===== config.mk =====
export PLATFORM = sky130hd
export DESIGN_NAME = mbox_doorbell_regs
export DESIGN_NICKNAME = d
export VERILOG_FILES = /design/src/rtl/mbox_pkg.sv /design/src/rtl/mbox_vec_table.sv /design/src/rtl/mbox_doorbell.sv /design/src/rtl/mbox_doorbell_regs.sv
export SDC_FILE = /design/constraint.sdc
export NUM_CORES = 1
export LEC_CHECK = 0
export BUFFER_PORTS_ARGS = -buffer_cell sky130_fd_sc_hd__buf_4
export CORE_ASPECT_RATIO = 0.5
export CORE_MARGIN = 4
export CORE_UTILIZATION = 63
export DETAILED_ROUTE_END_ITERATION = 10
export GPL_TIMING_DRIVEN = 1
export HOLD_SLACK_MARGIN = 0.12
export PLACE_DENSITY = 0.88
export SYNTH_ARGS = -nofsm -noshare
export SYNTH_HDL_FRONTEND = slang
export SYNTH_SLANG_ARGS = --single-unit

===== constraint.sdc =====
create_clock -name clk_i -period 6.95 [get_ports clk_i]
set_input_delay 0.3475 -clock clk_i [delete_from_list [all_inputs] [get_ports clk_i]]
set_output_delay 0.3475 -clock clk_i [all_outputs]
set_load 0.1 [all_outputs]

===== src/rtl/mbox_pkg.sv =====
package mbox_pkg;
  localparam int DATA_W = 32;
  localparam int ADDR_W = 8;
  localparam int PEER_W = 16;
  localparam int VEC_W  = 8;
  localparam int CNT_W  = VEC_W + 1;

  localparam logic [ADDR_W-1:0] OFF_MASK = 8'h00;
  localparam logic [ADDR_W-1:0] OFF_STAT = 8'h04;
  localparam logic [ADDR_W-1:0] OFF_POS  = 8'h08;
  localparam logic [ADDR_W-1:0] OFF_BELL = 8'h0C;

  localparam int BELL_PEER_LSB = 16;
endpackage


===== src/rtl/mbox_vec_table.sv =====
module mbox_vec_table #(
  parameter int NUM_PEERS = 16,
  parameter int IDX_W     = $clog2(NUM_PEERS),
  parameter int CNT_W     = 9
) (
  input  logic             clk_i,
  input  logic             rst_ni,
  input  logic             cfg_we_i,
  input  logic [IDX_W-1:0] cfg_idx_i,
  input  logic [CNT_W-1:0] cfg_cnt_i,
  input  logic [IDX_W-1:0] rd_idx_i,
  output logic [CNT_W-1:0] rd_cnt_o
);
  logic [CNT_W-1:0] cnt_q [NUM_PEERS];

  for (genvar g = 0; g < NUM_PEERS; g++) begin : g_entry
    always_ff @(posedge clk_i or negedge rst_ni) begin
      if (!rst_ni) cnt_q[g] <= '0;
      else if (cfg_we_i && cfg_idx_i == IDX_W'(g)) cnt_q[g] <= cfg_cnt_i;
    end
  end

  always_comb begin
    rd_cnt_o = '0;
    for (int i = 0; i < NUM_PEERS; i++)
      if (rd_idx_i == IDX_W'(i)) rd_cnt_o = cnt_q[i];
  end

  a_r11_cfg_lands: assert property (@(posedge clk_i) disable iff (!rst_ni)
    (cfg_we_i && !(rd_idx_i != cfg_idx_i) && 32'(cfg_idx_i) < NUM_PEERS)
      |=> rd_cnt_o == $past(cfg_cnt_i) || $past(rd_idx_i) != rd_idx_i || cfg_we_i);
endmodule


===== src/rtl/mbox_doorbell.sv =====
module mbox_doorbell
  import mbox_pkg::*;
#(
  parameter int NUM_PEERS = 16,
  parameter int IDX_W     = $clog2(NUM_PEERS)
) (
  input  logic              clk_i,
  input  logic              rst_ni,
  input  logic              fire_i,
  input  logic [PEER_W-1:0] peer_i,
  input  logic [VEC_W-1:0]  vec_i,
  output logic [IDX_W-1:0]  tbl_idx_o,
  input  logic [CNT_W-1:0]  tbl_cnt_i,
  output logic              notify_o,
  output logic [PEER_W-1:0] peer_o,
  output logic [VEC_W-1:0]  vec_o
);
  localparam logic [PEER_W-1:0] NP = PEER_W'(NUM_PEERS);

  logic peer_ok, vec_ok;

  assign tbl_idx_o = peer_i[IDX_W-1:0];
  assign peer_ok   = peer_i < NP;
  assign vec_ok    = {1'b0, vec_i} < tbl_cnt_i;

  always_ff @(posedge clk_i or negedge rst_ni) begin
    if (!rst_ni) begin
      notify_o <= 1'b0;
      peer_o   <= '0;
      vec_o    <= '0;
    end else begin
      notify_o <= fire_i && peer_ok && vec_ok;
      if (fire_i) begin
        peer_o <= peer_i;
        vec_o  <= vec_i;
      end
    end
  end

  a_r9_notify_from_write: assert property (@(posedge clk_i) disable iff (!rst_ni)
    notify_o |-> $past(fire_i));
  a_r10_peer_in_range: assert property (@(posedge clk_i) disable iff (!rst_ni)
    notify_o |-> peer_o < NP);
  a_r9_fields_follow: assert property (@(posedge clk_i) disable iff (!rst_ni)
    notify_o |-> peer_o == $past(peer_i) && vec_o == $past(vec_i));
endmodule


===== src/rtl/mbox_doorbell_regs.sv =====
module mbox_doorbell_regs
  import mbox_pkg::*;
#(
  parameter int NUM_PEERS = 16,
  localparam int IDX_W    = $clog2(NUM_PEERS)
) (
  input  logic              clk_i,
  input  logic              rst_ni,
  input  logic              req_i,
  input  logic              we_i,
  input  logic [ADDR_W-1:0] addr_i,
  input  logic [DATA_W-1:0] wdata_i,
  output logic [DATA_W-1:0] rdata_o,
  output logic              rvalid_o,
  input  logic [PEER_W-1:0] pos_i,
  input  logic              event_i,
  output logic              irq_o,
  input  logic              cfg_we_i,
  input  logic [IDX_W-1:0]  cfg_peer_i,
  input  logic [CNT_W-1:0]  cfg_count_i,
  output logic              notify_o,
  output logic [PEER_W-1:0] notify_peer_o,
  output logic [VEC_W-1:0]  notify_vec_o
);
  logic [DATA_W-1:0] mask_q, status_q;
  logic [ADDR_W-1:0] waddr;
  logic              wr, rd, bell_fire;
  logic [IDX_W-1:0]  tbl_idx;
  logic [CNT_W-1:0]  tbl_cnt;

  assign wr        = req_i && we_i;
  assign rd        = req_i && !we_i;
  assign waddr     = {addr_i[ADDR_W-1:2], 2'b00};
  assign bell_fire = wr && waddr == OFF_BELL;

  always_ff @(posedge clk_i or negedge rst_ni) begin
    if (!rst_ni) mask_q <= '0;
    else if (wr && waddr == OFF_MASK) mask_q <= wdata_i;
  end

  // event beats software; read-clear uses the exact address
  always_ff @(posedge clk_i or negedge rst_ni) begin
    if (!rst_ni)                         status_q <= '0;
    else if (event_i)                    status_q <= DATA_W'(1);
    else if (wr && waddr == OFF_STAT)    status_q <= wdata_i;
    else if (rd && addr_i == OFF_STAT)   status_q <= '0;
  end

  always_ff @(posedge clk_i or negedge rst_ni) begin
    if (!rst_ni) begin
      rdata_o  <= '0;
      rvalid_o <= 1'b0;
    end else begin
      rvalid_o <= rd;
      if (rd) begin
        unique case (addr_i)
          OFF_MASK: rdata_o <= mask_q;
          OFF_STAT: rdata_o <= status_q;
          OFF_POS:  rdata_o <= DATA_W'(pos_i);
          default:  rdata_o <= '0;
        endcase
      end else begin
        rdata_o <= '0;
      end
    end
  end

  assign irq_o = |(status_q & mask_q);

  mbox_vec_table #(.NUM_PEERS(NUM_PEERS), .IDX_W(IDX_W), .CNT_W(CNT_W)) u_tbl (
    .clk_i     (clk_i),
    .rst_ni    (rst_ni),
    .cfg_we_i  (cfg_we_i),
    .cfg_idx_i (cfg_peer_i),
    .cfg_cnt_i (cfg_count_i),
    .rd_idx_i  (tbl_idx),
    .rd_cnt_o  (tbl_cnt)
  );

  mbox_doorbell #(.NUM_PEERS(NUM_PEERS), .IDX_W(IDX_W)) u_bell (
    .clk_i     (clk_i),
    .rst_ni    (rst_ni),
    .fire_i    (bell_fire),
    .peer_i    (wdata_i[BELL_PEER_LSB +: PEER_W]),
    .vec_i     (wdata_i[VEC_W-1:0]),
    .tbl_idx_o (tbl_idx),
    .tbl_cnt_i (tbl_cnt),
    .notify_o  (notify_o),
    .peer_o    (notify_peer_o),
    .vec_o     (notify_vec_o)
  );

  a_r6_read_clears: assert property (@(posedge clk_i) disable iff (!rst_ni)
    (rd && addr_i == OFF_STAT && !event_i) |=> status_q == '0);
  a_r7_event_sets_one: assert property (@(posedge clk_i) disable iff (!rst_ni)
    event_i |=> status_q == DATA_W'(1));
  a_r5_pos_write_inert: assert property (@(posedge clk_i) disable iff (!rst_ni)
    (wr && waddr == OFF_POS && !event_i) |=> $stable(mask_q) && $stable(status_q));
  a_r2_rvalid_follows_read: assert property (@(posedge clk_i) disable iff (!rst_ni)
    rvalid_o |-> $past(rd));
endmodule


==> impl_metrics.toml, run 1 <==
[finish]
finalNetCount = 1167
multi_input_area_sq_um = 5030
drive_above_1_share_pct = 29.5
area_delta_synth_final_pct = 19.9
nFillCells = 1035
num_antenna_cells = 0
seqCellArea_sq_um = 6660

[route]
highest_layer = "met4"
via_count = 8770
drc = 0
drt_first_pass_iters = 6
ant_nets = 0
wl_um = 31500
wl_met1_um = 12800
vias_per_cell = 6.44
initialDrtViolationCount = 1063
wl_met3_um = 2260
avgRoutedWirePerCell_um = 23.1
wl_met2_um = 15400

[run]
maxCapViolCount = 0

[worst_hold_path]
hp-start = "wdata_i[0]"
min_path_cells = 2
hold_end = "mask_q[0]"
hp-class = "in -> reg"

[timing]
rsz0062_at_grt = "false"
maxSlewViolCount = 0
worstMarginPinSlew_ns = 1.23
skew_ns = 0.00862
setup_viol = 0
maxSlewHeadroom_pct = 17.9
setup_tns_ns = 0
finalCritPeriodShare_pct = 48.2
final.min_clock_period_ns = 3.35
fmax_mhz = 298
hold_viol = 0

[worst_setup_path]
start_kind = "primary input"
cp_max_fo = 78
path_delay_family = "compound AO/OA/AOI/OAI gates"
critPathMostFrequentCell = "o22ai_1"
critical_path_class = "in -> reg"
crit_path_end_kind = "flip-flop"
cp_slowest_cell = "buf_4"
crit_required_ns = 7.38
arrival_ns = 3.78
r2r-start = "u_tbl.cnt_q[111]"
r2r_slack_ns = 4.06
critical_path_buf_inv_count = 1
cp_cell_sequence = "buf_4 -> nand2b_1 -> o22ai_1 -> a21oi_1 -> a21oi_1 -> o22ai_1 -> o22ai_1 -> ha_1 -> a21o_1 -> a21o_1 -> a311o_1 -> a31oi_1 -> o21ai_1 -> a41oi_1"
reg2reg_depth = 11
rr_endpoint = "u_bell.notify_o"
crit_path_max_incr_delay_ns = 0.75

[yosys]
syn_inst = 935
yosysTopAreaCell = "dfrtp_1"
synth_edf_count = 0
netlist-cell-type-count = 54
synth_seq_cells = 266
avgSynthCellArea_sq_um = 12.8
synth_area_sq_um = 12000
postSynthNetCount = 1017
async_flop_share_pct = 100
synth_flop_cell = "dfrtp_1"
yosysTopAreaCellShare_pct = 55.6
yosysWarnings = 0
synth_area_leaders = "dfrtp_1 56%, mux2_2 13%, mux2_1 7.1%"
synth.yosys.seq_area_share_pct = 55.6

[floorplan]
start_util_pct = 64.6
dieArea_sq_um = 21400
die_height_um = 105
core_sq_um = 18500
die_x_um = 203
ios = 134
rows = 35

[clock_network]
cts_buffer_depth = 3
post_cts.repair.setup_buffers = 0
cts_resized = 0
cts_tree = "yes"
cts_max_level = 1
clk_pin_slew_ns = 0.07
cts-root-buf = "clkbuf_16"
clk_latency_ns = 0.51
numCtsBuffers = 24
cts.sinks = 266

[global_route]
grt.overflow.total = 0
grt_pass1_vias = 9193
grt_pass1_wl_um = 50500
grt_usage_pct = 29.4
antenna_found_initial = 0
grt_max_degree = 203

[pwr]
power.leakage_nw = 6.66
p_total_w = 0.00396
power_density_nw_per_um2 = 276
ir_drop_v = 0.000145

[place]
hpwl_um = 19400
place_congestion = 0.914
port_buffers = 133

[outcome]
status = "completed"
## per-layer routing
layer	track usage [%]	vias to the layer above
li1	-	3741
met4	8.57	0
met1	39.2	4455
met5	0	-
met2	50.4	484
met3	5.01	90
## cells in the mapped netlist, drive strengths merged, types with 2 or more instances
library cell  number
nand4              5
nand3b             2
o32ai              3
nor3               7
a22oi             33
inv                3
or3                5
a221oi             4
o221ai             3
mux4               6
and3               4
a221o              2
buf               31
mux2i             40
nor2              83
a211oi             3
a21o               4
a21oi             32
mux2             209
ha                 7
o211ai             3
nand2             24
nand2b            12
a22o              33
nor4               4
o22ai             16
dfrtp            266
clkbuf            28
nand3              8
nor2b              5
or4                2
o21ai             37
## timing repair
item	4_1_cts	5_1_grt
hold buffers	44	2
endpoints found under the hold margin	138	2
setup endpoints to repair	0	0
## how the worst max path moves through the flow
| stage | from | endpoint | slack (ns) | depth (start not counted) |
|---|---|---|---|---|
| floorplan | wdata_i[16] | u_bell.notify_o | 3.81 | 17 |
| global placement | wdata_i[16] | u_bell.notify_o | 3.41 | 12 |
| detailed placement | wdata_i[16] | u_bell.notify_o | 3.33 | 12 |
| CTS | wdata_i[16] | u_bell.notify_o | 3.71 | 14 |
| global route | wdata_i[16] | u_bell.notify_o | 3.49 | 14 |
| finish | wdata_i[16] | u_bell.notify_o | 3.60 | 14 |
## report_power, final
group          internal, W  leakage [nW]  switching [W]  total, W
Sequential         0.00177          3.45       0.000138   0.00191
Clock             0.000812         0.404       0.000578   0.00139
Combinational     0.000306          2.81       0.000356  0.000662
## registers in the layout, indices dropped and copies added (netlist names)
signal / count
rdata_o: 32
mask_q: 32
u_tbl.cnt_q: 144
u_bell.notify_o: 1
u_bell.peer_o: 16
status_q: 32
rvalid_o: 1
u_bell.vec_o: 8
## cell usage in the layout (no fill, tap or decap), types with 6 or more instances in the layout
cell	n
a21oi_1	32
a22o_1	33
a22oi_1	33
buf_4	135
clkbuf_16	25
dfrtp_1	266
dlygate4sd3_1	46
ha_1	7
mux2_1	75
mux2_2	134
mux2i_1	40
mux4_2	6
nand2_1	24
nand2b_1	12
nand3_1	8
nor2_1	81
o21ai_0	23
o21ai_1	14
o22ai_1	16
## final cells by class
| cell class | instances | area share [%] |
|---|---|---|
| Clock inverter | 10 | 0.907 |
| Timing Repair Buffer | 183 | 10.5 |
| Inverter | 3 | 0.0785 |
| Sequential cell | 266 | 46.4 |
| Tap cell | 259 | 2.26 |
| Clock buffer | 33 | 4.85 |
| Multi-Input combinational cell | 607 | 35.0 |
## per-stage QoR
stage / area [sq um] / setup slack (ns) / hold slack, ns / util, % / cells
floorplan: 12000 / 3.81 / 0.0519 / - / 935
CTS: 14300 / 3.71 / 0.120 / 77.4 / 1359
global placement: 13100 / 3.41 / 0.314 / 70.5 / 1272
global route: 14400 / 3.49 / 0.134 / 77.5 / 1361
finish: 14400 / 3.60 / 0.150 / 77.5 / 1361
detailed placement: 13100 / 3.33 / 0.317 / 70.5 / 1272
## cell families (layout without fill, tap and decap cells)
logic type / Yosys count / count (layout) / share of synthesized area, %
fa+ha+maj: 7 / 7 / 0.732
flops: 266 / 266 / 55.6
simple gates: 164 / 164 / 6.66
buf+inv: 62 / 229 / 2.48
compound gates: 181 / 181 / 10.4
mux: 255 / 255 / 24.1
(Power assumes the default switching activity.)
==> run 2, diff against run 1 <==
--- a/config.mk
+++ b/config.mk
@@ -8,11 +8,11 @@
 export BUFFER_PORTS_ARGS = -buffer_cell sky130_fd_sc_hd__buf_4
 export CORE_ASPECT_RATIO = 0.5
 export CORE_MARGIN = 4
-export CORE_UTILIZATION = 63
+export CORE_UTILIZATION = 59
 export DETAILED_ROUTE_END_ITERATION = 10
 export GPL_TIMING_DRIVEN = 1
 export HOLD_SLACK_MARGIN = 0.12
-export PLACE_DENSITY = 0.88
+export PLACE_DENSITY = 0.83
 export SYNTH_ARGS = -nofsm -noshare
 export SYNTH_HDL_FRONTEND = slang
 export SYNTH_SLANG_ARGS = --single-unit
==> constraint.sdc (replaced) <==
create_clock -name clk_i -period 3.1 [get_ports clk_i]
set_input_delay 0.155 -clock clk_i [delete_from_list [all_inputs] [get_ports clk_i]]
set_output_delay 0.155 -clock clk_i [all_outputs]
set_load 0.1 [all_outputs]
==> run 2 against run 1 <==
Net effect:
- clock power up 120%
- sequential share of layout area decreased by 1.3 points
- critical path depth rose by 2
- clock skew barely moved
- critical path type unchanged
- largest power group unchanged
==> impl_metrics.toml, run 2 (same netlist as run 1, synthesis figures left out) <==
[worst_setup_path]
arrival_ns = 3.38
crit_path_max_incr_delay_ns = 0.56
cp_slowest_cell = "dlygate4sd3_1"
worstSetupStartpoint = "wdata_i[19]"
r2r-start = "u_tbl.cnt_q[111]"
r2r_slack_ns = 0.39
rr_endpoint = "u_bell.notify_o"
crit_required_ns = 3.53
start_kind = "primary input"
critical_path_class = "in -> reg"
cp_max_fo = 5
reg2reg_depth = 11
crit_path_end_kind = "flip-flop"
cp_cell_sequence = "dlygate4sd3_1 -> buf_4 -> nor2b_2 -> buf_4 -> a21o_1 -> o21ai_0 -> a221oi_1 -> o21ai_1 -> a21oi_1 -> o22ai_1 -> ha_1 -> a21o_1 -> a311o_1 -> a31oi_1 -> o21ai_1 -> a41oi_1"

[timing]
fmax_mhz = 339
maxSlewHeadroom_pct = 28.1
worstMarginPinSlew_ns = 1.08
setup_viol = 0
finalCritPeriodShare_pct = 95.1
hold_viol = 0
maxSlewViolCount = 0
setup_tns_ns = 0
skew_ns = 0.00835
layout_setup_ws_ns = 0.151
rsz0062_at_grt = "false"
final.min_clock_period_ns = 2.95

[worst_hold_path]
hp-class = "in -> async"

[global_route]
antenna_found_initial = 1
grt.overflow.total = 0
grt_pass1_vias = 9088
grt_max_degree = 100
grt_pass1_wl_um = 50800
grt_usage_pct = 28.1

[floorplan]
core_sq_um = 19700
rows = 36
start_util_pct = 60.8
ios = 134
dieArea_sq_um = 22800
die_height_um = 109
die_x_um = 209

[pwr]
ir_drop_v = 0.000308
power.leakage_nw = 6.85
power_density_nw_per_um2 = 595

[route]
ant_nets = 0
drc = 0
vias_per_cell = 6.20
avgRoutedWirePerCell_um = 22.5
wl_um = 31900
via_count = 8785
initialDrtViolationCount = 910
drt_first_pass_iters = 5

[place]
dp_slack_ns = 0.120
place_congestion = 0.923
port_buffers = 133
hpwl_um = 20800

[clock_network]
cts.sinks = 266
numCtsBuffers = 24
cts_tree = "yes"
cts-root-buf = "clkbuf_16"
clk_pin_slew_ns = 0.07
clk_latency_ns = 0.51
cts_buffer_depth = 3
cts_max_level = 1

[finish]
finalNetCount = 1213
regMostFlops = "u_tbl.cnt_q"
largest_reg_flops = 144
area_delta_synth_final_pct = 23.3
layout_common_cells = "266 x dfrtp_1, 158 x buf_4, 134 x mux2_2"
drive_above_1_share_pct = 30.4
final_common_cell = "dfrtp_1"

[run]
maxCapViolCount = 0

[outcome]
status = "completed"
## run 2: changes by cell type in the layout (fill, tap and decap cells not counted), sizes merged
cell         before  now
diode             0    1
clkinvlp          2    0
bufinv            3    1
buf             137  161
clkbuf           33   38
dlygate4sd3      46   68
## run 2: metrics by stage
stage	hold slack (ns)	area [sq um]	std cells	util [%]	power, W
3_3_place_gp	0.229	13300	1303	67.4	0.00565
3_5_place_dp	0.238	13300	1303	67.4	0.00575
2_1_floorplan	-0.141	12000	935	-	0.00521
6_report	0.227	14800	1416	75.0	0.00878
5_1_grt	0.268	14800	1416	75.0	0.00911
4_1_cts	0.242	14700	1415	74.9	0.00879
## run 2: what timing repair did
item / CTS / global route
buffers inserted: 0 / 0
setup endpoints to repair: 0 / 1
hold buffers: 68 / 0
gates resized for setup: 0 / 1
hold endpoints to repair: 334 / 0
## run 2: critical path, delay by kind of cell
kind / cells / cell delay (ns)
adders and majority gates: 1 / 0.32
AOI/OAI and AO/OA: 11 / 1.83
and+or+nand+nor: 1 / 0.18
buffers and inverters: 3 / 0.89
## run 2: worst max-delay path by stage
| stage | endpoint | slack, ns | cells after the start |
|---|---|---|---|
| global placement | u_bell.notify_o | 0.26 | 12 |
| floorplan | u_bell.notify_o | 0.16 | 17 |
| detailed placement | u_bell.notify_o | 0.12 | 15 |
| global route | u_bell.notify_o | 0.09 | 16 |
| CTS | u_bell.notify_o | 0.15 | 16 |
| finish | u_bell.notify_o | 0.15 | 16 |
## run 2: report_power, final
part / switching, W / internal [W]
clock: 0.00127 / 0.00173
sequential: 0.000300 / 0.00397
combinational: 0.000795 / 0.000717
total: 0.00236 / 0.00642
## run 2: layout make-up
type | count | area (sq um)
clock buffer | 38 | 744
tap | 266 | 333
antenna | 1 | 2.50
fill | 1194 | 4930
sequential | 266 | 6660
timing repair buffer | 229 | 1920
inverter | 3 | 11.3
multi-input combinational | 607 | 5030
clock inverter | 6 | 55.1
## run 2: metal layers
metal  GRT usage, %  up-vias  routed length (um)
li1               -     3850                   -
met1           38.8     4473               13400
met2           48.5      399               15500
met3           4.37       63                2240
met4           5.44        0                 726
met5              0        -                   0
